--- src/rtl/vga_fwd_pkg.sv ---
package vga_fwd_pkg;

    localparam logic [31:0] DISP_MEM_LO = 32'h000A_0000;
    localparam logic [31:0] DISP_MEM_HI = 32'h000B_FFFF;

    localparam logic [9:0] DISP_IO_A_LO = 10'h3B0;
    localparam logic [9:0] DISP_IO_A_HI = 10'h3BB;
    localparam logic [9:0] DISP_IO_B_LO = 10'h3C0;
    localparam logic [9:0] DISP_IO_B_HI = 10'h3DF;

    localparam int IO_ALIAS_LSB = 10;
    localparam int IO_SPACE_LSB = 16;

    typedef enum logic [0:0] {
        ST_IDLE   = 1'b0,
        ST_RESULT = 1'b1
    } fwd_state_e;

    typedef struct packed {
        logic fwd;
        logic blk;
    } verdict_t;

endpackage

--- src/rtl/vga_mem_match.sv ---
module vga_mem_match
    import vga_fwd_pkg::*;
#(
    parameter int ADDR_W = 32
) (
    input  logic [ADDR_W-1:0] addr,
    input  logic              is_io,
    output logic              hit
);
    localparam logic [ADDR_W-1:0] LO = ADDR_W'(DISP_MEM_LO);
    localparam logic [ADDR_W-1:0] HI = ADDR_W'(DISP_MEM_HI);

    always_comb begin
        hit = !is_io && (addr >= LO) && (addr <= HI);
    end
endmodule

--- src/rtl/vga_io_match.sv ---
module vga_io_match
    import vga_fwd_pkg::*;
#(
    parameter int ADDR_W = 32
) (
    input  logic [ADDR_W-1:0] addr,
    input  logic              is_io,
    input  logic              dec16,
    output logic              hit
);
    localparam int ALIAS_W = IO_SPACE_LSB - IO_ALIAS_LSB;

    logic [9:0]         offs;
    logic [ALIAS_W-1:0] alias_bits;
    logic               upper_zero;
    logic               in_win;

    always_comb begin
        offs       = addr[IO_ALIAS_LSB-1:0];
        alias_bits = addr[IO_SPACE_LSB-1:IO_ALIAS_LSB];
        upper_zero = (addr[ADDR_W-1:IO_SPACE_LSB] == '0);
        in_win     = ((offs >= DISP_IO_A_LO) && (offs <= DISP_IO_A_HI)) ||
                     ((offs >= DISP_IO_B_LO) && (offs <= DISP_IO_B_HI));
        hit        = is_io && upper_zero && in_win &&
                     (!dec16 || (alias_bits == '0));
    end
endmodule

--- src/rtl/vga_fwd_decoder.sv ---
module vga_fwd_decoder
    import vga_fwd_pkg::*;
#(
    parameter int ADDR_W = 32
) (
    input  logic              clk,
    input  logic              rst_n,
    input  logic              req_valid,
    input  logic [ADDR_W-1:0] req_addr,
    input  logic              req_is_io,
    input  logic              cfg_disp_en,
    input  logic              cfg_dec16,
    input  logic              cmd_io_en,
    input  logic              cmd_mem_en,
    input  logic              win_hit,
    output logic              fwd_valid,
    output logic              fwd_down,
    output logic              up_block
);
    fwd_state_e state_q, state_d;
    verdict_t   verdict_q, verdict_d;

    logic mem_hit, io_hit, disp_hit, type_en;

    vga_mem_match #(.ADDR_W(ADDR_W)) u_mem (
        .addr  (req_addr),
        .is_io (req_is_io),
        .hit   (mem_hit)
    );

    vga_io_match #(.ADDR_W(ADDR_W)) u_io (
        .addr  (req_addr),
        .is_io (req_is_io),
        .dec16 (cfg_dec16),
        .hit   (io_hit)
    );

    always_comb begin
        disp_hit      = mem_hit || io_hit;
        type_en       = req_is_io ? cmd_io_en : cmd_mem_en;
        verdict_d.fwd = type_en && ((cfg_disp_en && disp_hit) || win_hit);
        verdict_d.blk = cfg_disp_en && disp_hit;
        state_d       = req_valid ? ST_RESULT : ST_IDLE;
    end

    always_ff @(posedge clk or negedge rst_n) begin
        if (!rst_n) begin
            state_q   <= ST_IDLE;
            verdict_q <= '0;
        end else begin
            state_q <= state_d;
            if (req_valid) begin
                verdict_q <= verdict_d;
            end
        end
    end

    always_comb begin
        fwd_valid = 1'b0;
        fwd_down  = 1'b0;
        up_block  = 1'b0;
        unique case (state_q)
            ST_IDLE: begin
                fwd_valid = 1'b0;
            end
            ST_RESULT: begin
                fwd_valid = 1'b1;
                fwd_down  = verdict_q.fwd;
                up_block  = verdict_q.blk;
            end
            default: begin
                fwd_valid = 1'b0;
            end
        endcase
    end

    assert_valid_follows_req_R1: assert property (@(posedge clk) disable iff (!rst_n)
        req_valid |=> fwd_valid);
    assert_idle_after_gap_R1: assert property (@(posedge clk) disable iff (!rst_n)
        !req_valid |=> !fwd_valid);
    assert_quiet_when_invalid_R1: assert property (@(posedge clk) disable iff (!rst_n)
        (fwd_down || up_block) |-> fwd_valid);
    assert_window_forwards_R6: assert property (@(posedge clk) disable iff (!rst_n)
        (req_valid && win_hit && ((req_is_io && cmd_io_en) || (!req_is_io && cmd_mem_en)))
        |=> fwd_down);
    assert_io_gate_R7: assert property (@(posedge clk) disable iff (!rst_n)
        (req_valid && req_is_io && !cmd_io_en) |=> !fwd_down);
    assert_mem_gate_R7: assert property (@(posedge clk) disable iff (!rst_n)
        (req_valid && !req_is_io && !cmd_mem_en) |=> !fwd_down);
    assert_window_only_R8: assert property (@(posedge clk) disable iff (!rst_n)
        (req_valid && !cfg_disp_en && !win_hit) |=> !fwd_down);
    assert_no_block_when_off_R9: assert property (@(posedge clk) disable iff (!rst_n)
        (req_valid && !cfg_disp_en) |=> !up_block);
endmodule

--- config.mk ---
export PLATFORM = sky130hd
export DESIGN_NAME = vga_fwd_decoder
export DESIGN_NICKNAME = d
export VERILOG_FILES = /design/src/rtl/vga_fwd_pkg.sv /design/src/rtl/vga_mem_match.sv /design/src/rtl/vga_io_match.sv /design/src/rtl/vga_fwd_decoder.sv
export SDC_FILE = /design/constraint.sdc
export NUM_CORES = 1
export LEC_CHECK = 0
export BUFFER_PORTS_ARGS = -buffer_cell sky130_fd_sc_hd__buf_2
export CAP_MARGIN = 20
export CELL_PAD_IN_SITES_DETAIL_PLACEMENT = 1
export CELL_PAD_IN_SITES_GLOBAL_PLACEMENT = 1
export CORE_MARGIN = 2
export CORE_UTILIZATION = 14
export DETAILED_ROUTE_END_ITERATION = 12
export PLACE_DENSITY_LB_ADDON = 0.1
export RECOVER_POWER = 25
export SKIP_CTS_REPAIR_TIMING = 1
export SLEW_MARGIN = 5
export SYNTH_ARGS = -nofsm -noshare
export SYNTH_HDL_FRONTEND = slang
export SYNTH_SLANG_ARGS = --single-unit
--- constraint.sdc ---
create_clock -name clk -period 0.8 [get_ports clk]
set_input_delay 0.12 -clock clk [delete_from_list [all_inputs] [get_ports clk]]
set_output_delay 0.12 -clock clk [all_outputs]
set_load 0.03 [all_outputs]
# Word-level counts from Yosys, hierarchy flattened
# Index checks and enable logic that the tools add are counted.
dict set report word_totals {
  input_bits 41
  word_cells 32
  output_inout_bits 3
  reg_bits 3
}
dict set report op_classes {
  n_bitwise 1
  mux 5
  order_cmp 6
  n_reduce_logical 17
}
# operator n
set ops {}
lappend ops {{greater-or-equal comparator 32 x 20 -> 1 bit, second input constant} 1}
lappend ops {{less-or-equal comparator 32 x 20 -> 1 bit, second input constant} 1}
lappend ops {{greater-or-equal comparator 10 bit, second input constant} 2}
lappend ops {{less-or-equal comparator 10 bit, second input constant} 2}
lappend ops {{logical NOT 16 bit} 1}
lappend ops {{logical AND 1 bit} 9}
lappend ops {{logical NOT 6 bit} 1}
lappend ops {{logical OR 1 bit} 4}
lappend ops {{2-to-1 mux 1 bit} 4}
lappend ops {{logical NOT 1 bit} 2}
lappend ops {{one-hot mux 1 bit (2 select lines)} 1}
lappend ops {{inverter 1 bit} 1}

# Longest topological paths before layout
# Gate-level depths: netlist of the first run.
dict set report logic_depth {
  depth_word 9
  depth_mapped 5
  ltp_nobuf 5
}

# Cells and area by module
# From an unflattened synthesis of the first run, not the netlist that was laid out.
dict set report hier_totals {
  hier_cells 29
  hier_area_um2 280.3
}
# mod cells_each n_inst area_each_um2
set by_module_without_submodules {}
lappend by_module_without_submodules {vga_fwd_decoder 11 1 146.4}
lappend by_module_without_submodules {vga_io_match 13 1 96.3}
lappend by_module_without_submodules {vga_mem_match 5 1 37.5}

# Worst setup path before layout of the first run
# No wires, ideal clock.
dict set report synth_timing {
  kind {input port to flip-flop}
  start {in req_addr[13]}
  end {reg verdict_q[1] (netlist bit)}
  cell_stages 5
  required_ns 0.720
  setup_ns 0.080
  arrival_ns 1.326
  path_slack_ns -0.606
  path_buffers 0
  cell_sequence {or4_1 o311ai_1 o21ai_1 o31a_1 o22ai_2}
}
dict set report synth_via {
  elab_chain_len 7
}
# element line
set synth_lines {}
lappend synth_lines {{from (decl)} vga_fwd_decoder.sv:9} ;# input logic [ADDR_W-1:0] req_addr,
lappend synth_lines {{greater-or-equal comparator 32 x 20 -> 1 bit or logical NOT 6 bit (tied branches)} {vga_mem_match.sv:14, vga_io_match.sv:25}}
lappend synth_lines {{logical AND 1 bit or logical OR 1 bit (tied branches)} {vga_mem_match.sv:14, vga_io_match.sv:25}}
lappend synth_lines {{logical AND 1 bit, on equally long branches} {vga_mem_match.sv:14, vga_io_match.sv:24}}
lappend synth_lines {{logical OR 1 bit *} vga_fwd_decoder.sv:39} ;# disp_hit = mem_hit || io_hit;
lappend synth_lines {{logical AND 1 bit *} vga_fwd_decoder.sv:41} ;# verdict_d.fwd = type_en && ((cfg_disp_en && disp_hit) || win_hit);
lappend synth_lines {{logical OR 1 bit *} vga_fwd_decoder.sv:41}
lappend synth_lines {{logical AND 1 bit *} vga_fwd_decoder.sv:41}
lappend synth_lines {{to (signal assigned)} vga_fwd_decoder.sv:53} ;# verdict_q <= verdict_d;
lappend synth_lines {{to (decl)} vga_fwd_decoder.sv:21} ;# verdict_t verdict_q, verdict_d;
# Every way passes the cells marked *; elsewhere a longest branch is shown, timed or not.
# A chain may end at the register's enable or synchronous reset.

# Worst setup path after layout of the first run
# Same ends and word-level chain as after synthesis.

==> metrics.md, run 1 <==
| Metric | Value |
|---|---|
| Number of diodes | `0` |
| Number of antenna violations at the first check in global routing | `0` |
| Final count of hold timing violations | `0` |
| Arrival time worst endpoint | `approximately 1.5 ns` |
| Maximum count of clock buffers along a single path | `2` |
| Violations in the final reports | `setup timing` |
| Area taken by multi-input logic gates | `231 sq um` |
| Routed wire length | `1.15 mm` |
| Core Box Area | `approximately 0.0019 sq mm` |
| Flop2flop setup slack | `-0.07 ns` |
| Top post-synthesis cells by area | `dfrtp_1 27%, mux2_2 8.2%, nand4b_1 6.4%, nor4b_1 6.4%, nand2_1 5.5%` |
| Met1 routed wirelength after detailed routing | `426 um` |
| Wire per inst | `10.3 um` |
| Main flop type after synthesis | `dfrtp_1` |
| Yosys Warn Count | `0` |
| Routed wire length on met2 | `608 um` |
| Fill count | `244` |
| Fmax | `768 MHz` |
| Wire length of the first global-routing pass | `between 1.5 and 2 mm` |
| Netlist cell types | `21` |
| Final sum of negative setup slack | `-1.54 ns` |
| Synthesized netlist net count | `73` |
| I/O Pins | `44` |
| Largest driver fanout on the critical path | `2` |
| Power per cell area | `1000 mW/mm^2` |
| Share of flip-flops with an asynchronous set or reset after synthesis | `100%` |
| Wire length on met3 | `110 um` |
| CTS tree | `built` |
| Post-Route Hold Slack | `0.0646 ns` |
| Clock-pin slew of the registers on the worst-case setup and hold paths | `0.04 ns` |
| Worst Setup End Kind | `register` |
| Die Span Y | `48.3 um` |
| Vias per cell | `about 4.3` |
| Final-report max-slew violation count | `0` |
| Gate count after technology mapping | `32` |
| Area used by sequential logic in the layout | `76.3 sq um` |
| Floorplan die area | `0.00234 sq mm` |
| Number of enable-type register cells in the synthesized netlist | `0` |
| # setup viols final | `5` |
| Finished layout cell area | `656 sq um` |
| 1st-pass router iterations | `2` |
| Post-layout utilization of the core | `34.5%` |
| Normalized max-slew margin | `76.8%` |
| Max capacitance violation total | `0` |
| Max IR drop VDD | `0.000311 V` |
| Critical Setup Path Class | `in2reg` |
| Final net count | `126` |
| Global router's overall resource usage | `10.3%` |
| Worst slew pin tran | `0.345 ns` |
| Area Overhead vs Synth | `138%` |
| I/O Buffers | `43` |
| Number of vias after detailed routing | `472` |
| Crit path time final | `approximately 1.3 ns` |
| Main combinational cell family by area after synthesis | `simple AND/OR/NAND/NOR gates` |
| Remaining Overflow, GRT | `0` |
| Mux contribution to synthesized area | `11.8%` |
| Area of the mapped netlist | `275 sq um` |
| Category of the worst setup path launch point | `primary input` |
| Area share of the leading cell type in the synthesized netlist | `27.3%` |
| Leading cell type by number of instances after synthesis | `nand2_1` |
| Proportion of synthesized chip area in sequential cells | `27.3%` |
| Number of buffers created by CTS | `3` |
| Xor-xnor portion of the synthesized cell area | `0%` |
| DIE WIDTH | `around 48 um` |
| Type of the most critical hold path | `in2reg` |
| Vias in the first global route | `between 400 and 500` |
| Outcome | `complete, but fails checks` |
| Worst path setup slack after routing | `-0.502 ns` |
| Syn avg cell area | `8.60 sq um` |
| Initial detailed-routing violation count | `2` |
| Initial Util | `14.5%` |
| Skew-Pair Late Insertion Delay | `roughly 0.23 ns` |
| Number of nets with antenna violations after routing | `0` |
| Share of cells above drive strength 1 | `71.4%` |
| Flip-flop and latch count after synthesis | `3` |
| Adder-cell share of the synthesized area | `0%` |
| Setup repair after global routing missed its margin | `true` |
| Pin count of the biggest net entering global routing | `5` |
| Post-DP Area | `546 sq um` |
| Cell at the root of the clock tree | `clkbuf_4` |
| Final cycle utilization of the critical path | `163%` |
| Post-synthesis cell type with the largest combined area | `dfrtp_1` |
| Simple-gate share of the synthesized area | `40.5%` |
| Top cells by count, synth | `4 x nand2_1, 3 x dfrtp_1` |
| Std cell rows | `16` |
| Required time at the worst-slack endpoint | `0.96 ns` |
| GP Congestion | `0.581` |
| Post-synthesis compound-gate area fraction | `approximately 18%` |
| Max Used Layer | `met3` |
| Static Leakage | `0.338 nW` |
| CTS Sinks | `3` |
| Worst setup slack before clock tree synthesis | `-0.778 ns` |
| Residual DRC | `0` |
| H-tree depth | `1` |
| Worst clock skew | `0 ns` |
per-stage QoR:
| step | power, W | instances |
|---|---|---|
| after floorplan | 0.000228 | 32 |
| after global placement | 0.000351 | 104 |
| after detailed placement | 0.000354 | 104 |
| after CTS | 0.000636 | 108 |
| after global routing | 0.000704 | 111 |
| final | 0.000658 | 111 |
cells by family after synthesis:
kind of cell / after synthesis
buffers and inverters: 2
AO/OA/AOI/OAI: 6
flip-flops: 3
AND/OR/NAND/NOR: 18
multiplexers: 3
final timing paths:
| check | start | endpoint | cells past startpoint |
|---|---|---|---|
| setup / recovery | req_addr[13] | verdict_q[1] | 6 |
| hold / removal | req_valid | state_q | 1 |
| setup reg to reg | verdict_q[0] | verdict_q[0] | 2 |
| hold reg to reg | verdict_q[1] | verdict_q[1] | 2 |
| max in group asynchronous | rst_n | state_q | 2 |
| min in group asynchronous | rst_n | verdict_q[0] | 2 |
report_power, final:
part	leakage, nW	total, W	internal, W	switching, W
Sequential	0.0376	0.000165	0.000160	0.00000478
Clock	0.0150	0.000268	0.000187	0.0000811
Combinational	0.285	0.000225	0.000137	0.0000876
Total	0.338	0.000658	0.000484	0.000174
sequential cells by signal, summed over array words and instances (netlist names):
name	count
state_q	1
verdict_q	2
cells in the final DEF, fill, tap and decap left out, types with 2 or more instances in the layout:
cell type and instances:
nand2_1 4, buf_2 39, buf_6 4, nor4b_1 2, buf_4 4, dfrtp_1 2
clkbuf_4 3, and2_4 2, nor4_1 2, nand4b_1 2, inv_1 2
metal layers:
metal,vias up,GRT usage (%)
met5,-,0
met4,0,7.14
met3,0,3.40
met2,29,17.4
met1,210,10.7
li1,233,-
area by class of cell:
type	count	area share [%]
tap	27	5.15
clock buffer	4	4.01
inverter	2	1.15
multi-input combinational	27	35.3
sequential	3	11.6
timing repair buffer	48	42.7
critical path: stages:
cell      delay [ns]
buf_6           0.09
or4_4           0.53
o311ai_4        0.23
o21ai_2         0.09
o31a_1          0.31
o22ai_2         0.08
No activity file was read; power rests on OpenSTA's default activity.
==> run 2: changes to the inputs <==
--- a/config.mk
+++ b/config.mk
@@ -8,9 +8,9 @@
 export BUFFER_PORTS_ARGS = -buffer_cell sky130_fd_sc_hd__buf_2
 export CAP_MARGIN = 20
 export CELL_PAD_IN_SITES_DETAIL_PLACEMENT = 1
-export CELL_PAD_IN_SITES_GLOBAL_PLACEMENT = 1
+export CELL_PAD_IN_SITES_GLOBAL_PLACEMENT = 2
 export CORE_MARGIN = 2
-export CORE_UTILIZATION = 14
+export CORE_UTILIZATION = 10
 export DETAILED_ROUTE_END_ITERATION = 12
 export PLACE_DENSITY_LB_ADDON = 0.1
 export RECOVER_POWER = 25
==> metrics.md, run 2 (same netlist as run 1, synthesis figures left out) <==
| Metric | Value |
|---|---|
| I/O Buffers | `43 (unchanged)` |
| Core Box Area | `0.00269 sq mm (+41%)` |
| Vias in the first global route | `493 (+2.9%)` |
| DIE WIDTH | `56.5 um (+17%)` |
| I/O Pins | `44 (unchanged)` |
| Hold-critical path depth | `2 (+1)` |
| Number of vias after detailed routing | `463 (-1.9%)` |
| Worst Setup End Kind | `register` |
| Number of nets with antenna violations after routing | `0 (unchanged)` |
| Reg-to-reg critical path startpoint | `verdict_q[0]` |
| Static Leakage | `0.331 nW (-1.9%)` |
| H-tree depth | `1 (unchanged)` |
| Routed wire length on met2 | `599 um (-1.5%)` |
| Area Overhead vs Synth | `137%` |
| Floorplan die area | `0.00319 sq mm (+36%)` |
| Skew-Pair Late Insertion Delay | `0.24 ns (about the same)` |
| Power per cell area | `1010 mW/mm^2 (+0.70%)` |
| Arrival time worst endpoint | `1.41 ns (-0.05 ns)` |
| Number of flip-flops in the largest register | `2 (unchanged)` |
| Power consumption | `0.000660 W (+0.32%)` |
| Worst min-delay path endpoint | `verdict_q[0]` |
| Register with the most flip-flops | `verdict_q` |
| Commonest non-fill, non-tap cells in the layout | `39 x buf_2, 4 x nand2_1, 4 x buf_6` |
| Biggest regs | `verdict_q x2, state_q x1` |
| CTS tree | `built` |
| Initial Util | `10.2% (-4.2 points)` |
| Number of antenna violations at the first check in global routing | `0 (unchanged)` |
| Crit path time final | `1.25 ns (-0.0495 ns)` |
| Cell at the root of the clock tree | `clkbuf_4` |
| Critical path cell sequence | `buf_6 -> or4_4 -> o311ai_4 -> o21ai_2 -> o31a_1 -> o22ai_2` |
| Die Span Y | `56.5 um (+17%)` |
| Violations in the final reports | `setup timing` |
| Worst clock skew | `0 ns (unchanged)` |
| Wire length on met3 | `117 um (+6.4%)` |
| Remaining Overflow, GRT | `0 (unchanged)` |
| Met1 routed wirelength after detailed routing | `428 um (+0.47%)` |
| Required time at the worst-slack endpoint | `0.96 ns (about the same)` |
| Flop2flop setup slack | `0.06 ns (+0.13 ns)` |
| Post-DP Area | `566 sq um (+3.7%)` |
| Number of buffers created by CTS | `3 (unchanged)` |
| Worst path slowest cell | `or4_4` |
| 1st-pass router iterations | `3 (+1)` |
| Wire length of the first global-routing pass | `1.95 mm (+5.2%)` |
| CTS Sinks | `3 (unchanged)` |
| Residual DRC | `0 (unchanged)` |
| Initial detailed-routing violation count | `1 (-1)` |
| Final standard cell count with taps included and fillers excluded | `115 (+3.6%)` |
| Cell type group with the largest total delay on the critical path | `compound AO/OA/AOI/OAI gates` |
| Fmax | `798 MHz (+4.0%)` |
| Max capacitance violation total | `0 (unchanged)` |
| Number of cells on the worst reg-to-reg path | `1 (-1)` |
| Final net count | `126 (unchanged)` |
| Routed wire length | `1.17 mm (+2.1%)` |
| Final count of hold timing violations | `0 (unchanged)` |
| Final-report max-slew violation count | `0 (unchanged)` |
| Commonest non-fill, non-tap cell in the layout | `buf_2` |
| Post-Place Cells | `110 (+5.8%)` |
| Final cycle utilization of the critical path | `157% (-6.2 points)` |
| Wire per inst | `10.2 um (-1.5%)` |
| Largest driver fanout on the critical path | `2 (unchanged)` |
| Worst slew pin tran | `0.372 ns (+0.0270 ns)` |
| Clock-pin slew of the registers on the worst-case setup and hold paths | `0.04 ns (about the same)` |
| Finished layout cell area | `653 sq um (-0.38%)` |
| Max Used Layer | `met4` |
| Worst path setup slack after routing | `-0.452 ns (+0.0495 ns)` |
| Pin count of the biggest net entering global routing | `4 (-1)` |
| # setup viols final | `5 (unchanged)` |
| Maximum count of clock buffers along a single path | `2 (unchanged)` |
| Worst setup slack before clock tree synthesis | `-0.797 ns (-0.0187 ns)` |
| Share of cells above drive strength 1 | `70.2% (-1.2 points)` |
| Worst reg2reg path endpoint | `verdict_q[0]` |
| Fill count | `339 (+39%)` |
| Type of the most critical hold path | `in2reg` |
| Number of diodes | `0 (unchanged)` |
| Outcome | `complete, but fails checks` |
| Global router's overall resource usage | `8.00% (-2.3 points)` |
| Std cell rows | `19 (+3)` |
| GP Congestion | `0.634 (+9.1%)` |
| Crit path largest cell delay | `0.54 ns (about the same)` |
| Buffers & Inverters on Critical Path | `1 (unchanged)` |
| Normalized max-slew margin | `75.0% (-1.8 points)` |
| Setup repair after global routing missed its margin | `true` |
| Vias per cell | `4.03 (-5.3%)` |
| Category of the worst setup path launch point | `primary input` |
| Critical Setup Path Class | `in2reg` |
| Post-Route Hold Slack | `0.145 ns (+0.0800 ns)` |
| Startpoint of the lowest-slack hold path | `req_valid` |
| Max IR drop VDD | `0.000381 V (+23%)` |
-- run 2: cell types whose count changed in the layout (fill, tap and decap cells not counted) --
cell	before	now
buf_4	4	3
clkbuf_1	1	2
mux2_2	1	2
mux2_4	1	0
-- run 2: area by class of cell --
| type | count | area, sq um | share of cell area [%] |
|---|---|---|---|
| timing repair buffer | 48 | 277 | 42.3 |
| tap | 31 | 38.8 | 5.94 |
| clock buffer | 4 | 26.3 | 4.02 |
| multi-input combinational | 27 | 228 | 34.9 |
| inverter | 2 | 7.51 | 1.15 |
| sequential | 3 | 76.3 | 11.7 |
-- run 2: metal layers --
metal  GRT usage [%]  up-vias
met5               0        -
met4            5.10        0
met3            2.30        4
met2            13.8       28
met1            8.39      199
li1                -      232
-- run 2: stage by stage --
step	setup TNS (ns)	utilization [%]
6_report	-1.39	24.3
5_1_grt	-1.54	24.3
4_1_cts	-1.79	22.0
3_5_place_dp	-1.63	21.1
3_3_place_gp	-1.60	21.1
2_1_floorplan	-1.10	-
-- run 2: worst max-delay path by stage --
| stage | endpoint | slack, ns | cells past startpoint | from |
|---|---|---|---|---|
| 2_1_floorplan | verdict_q[1] | -0.58 | 5 | req_addr[13] |
| 3_3_place_gp | verdict_q[0] | -0.79 | 6 | req_addr[13] |
| 3_5_place_dp | verdict_q[1] | -0.80 | 6 | req_addr[13] |
| 4_1_cts | verdict_q[1] | -0.55 | 6 | req_addr[13] |
| 5_1_grt | verdict_q[1] | -0.49 | 6 | req_addr[13] |
| 6_report | verdict_q[1] | -0.45 | 6 | req_addr[13] |
-- run 2: report_power, final --
group	switching, W	internal, W	leakage [nW]
registers	0.00000463	0.000160	0.0376
logic	0.0000863	0.000135	0.279
clock network	0.0000863	0.000187	0.0150
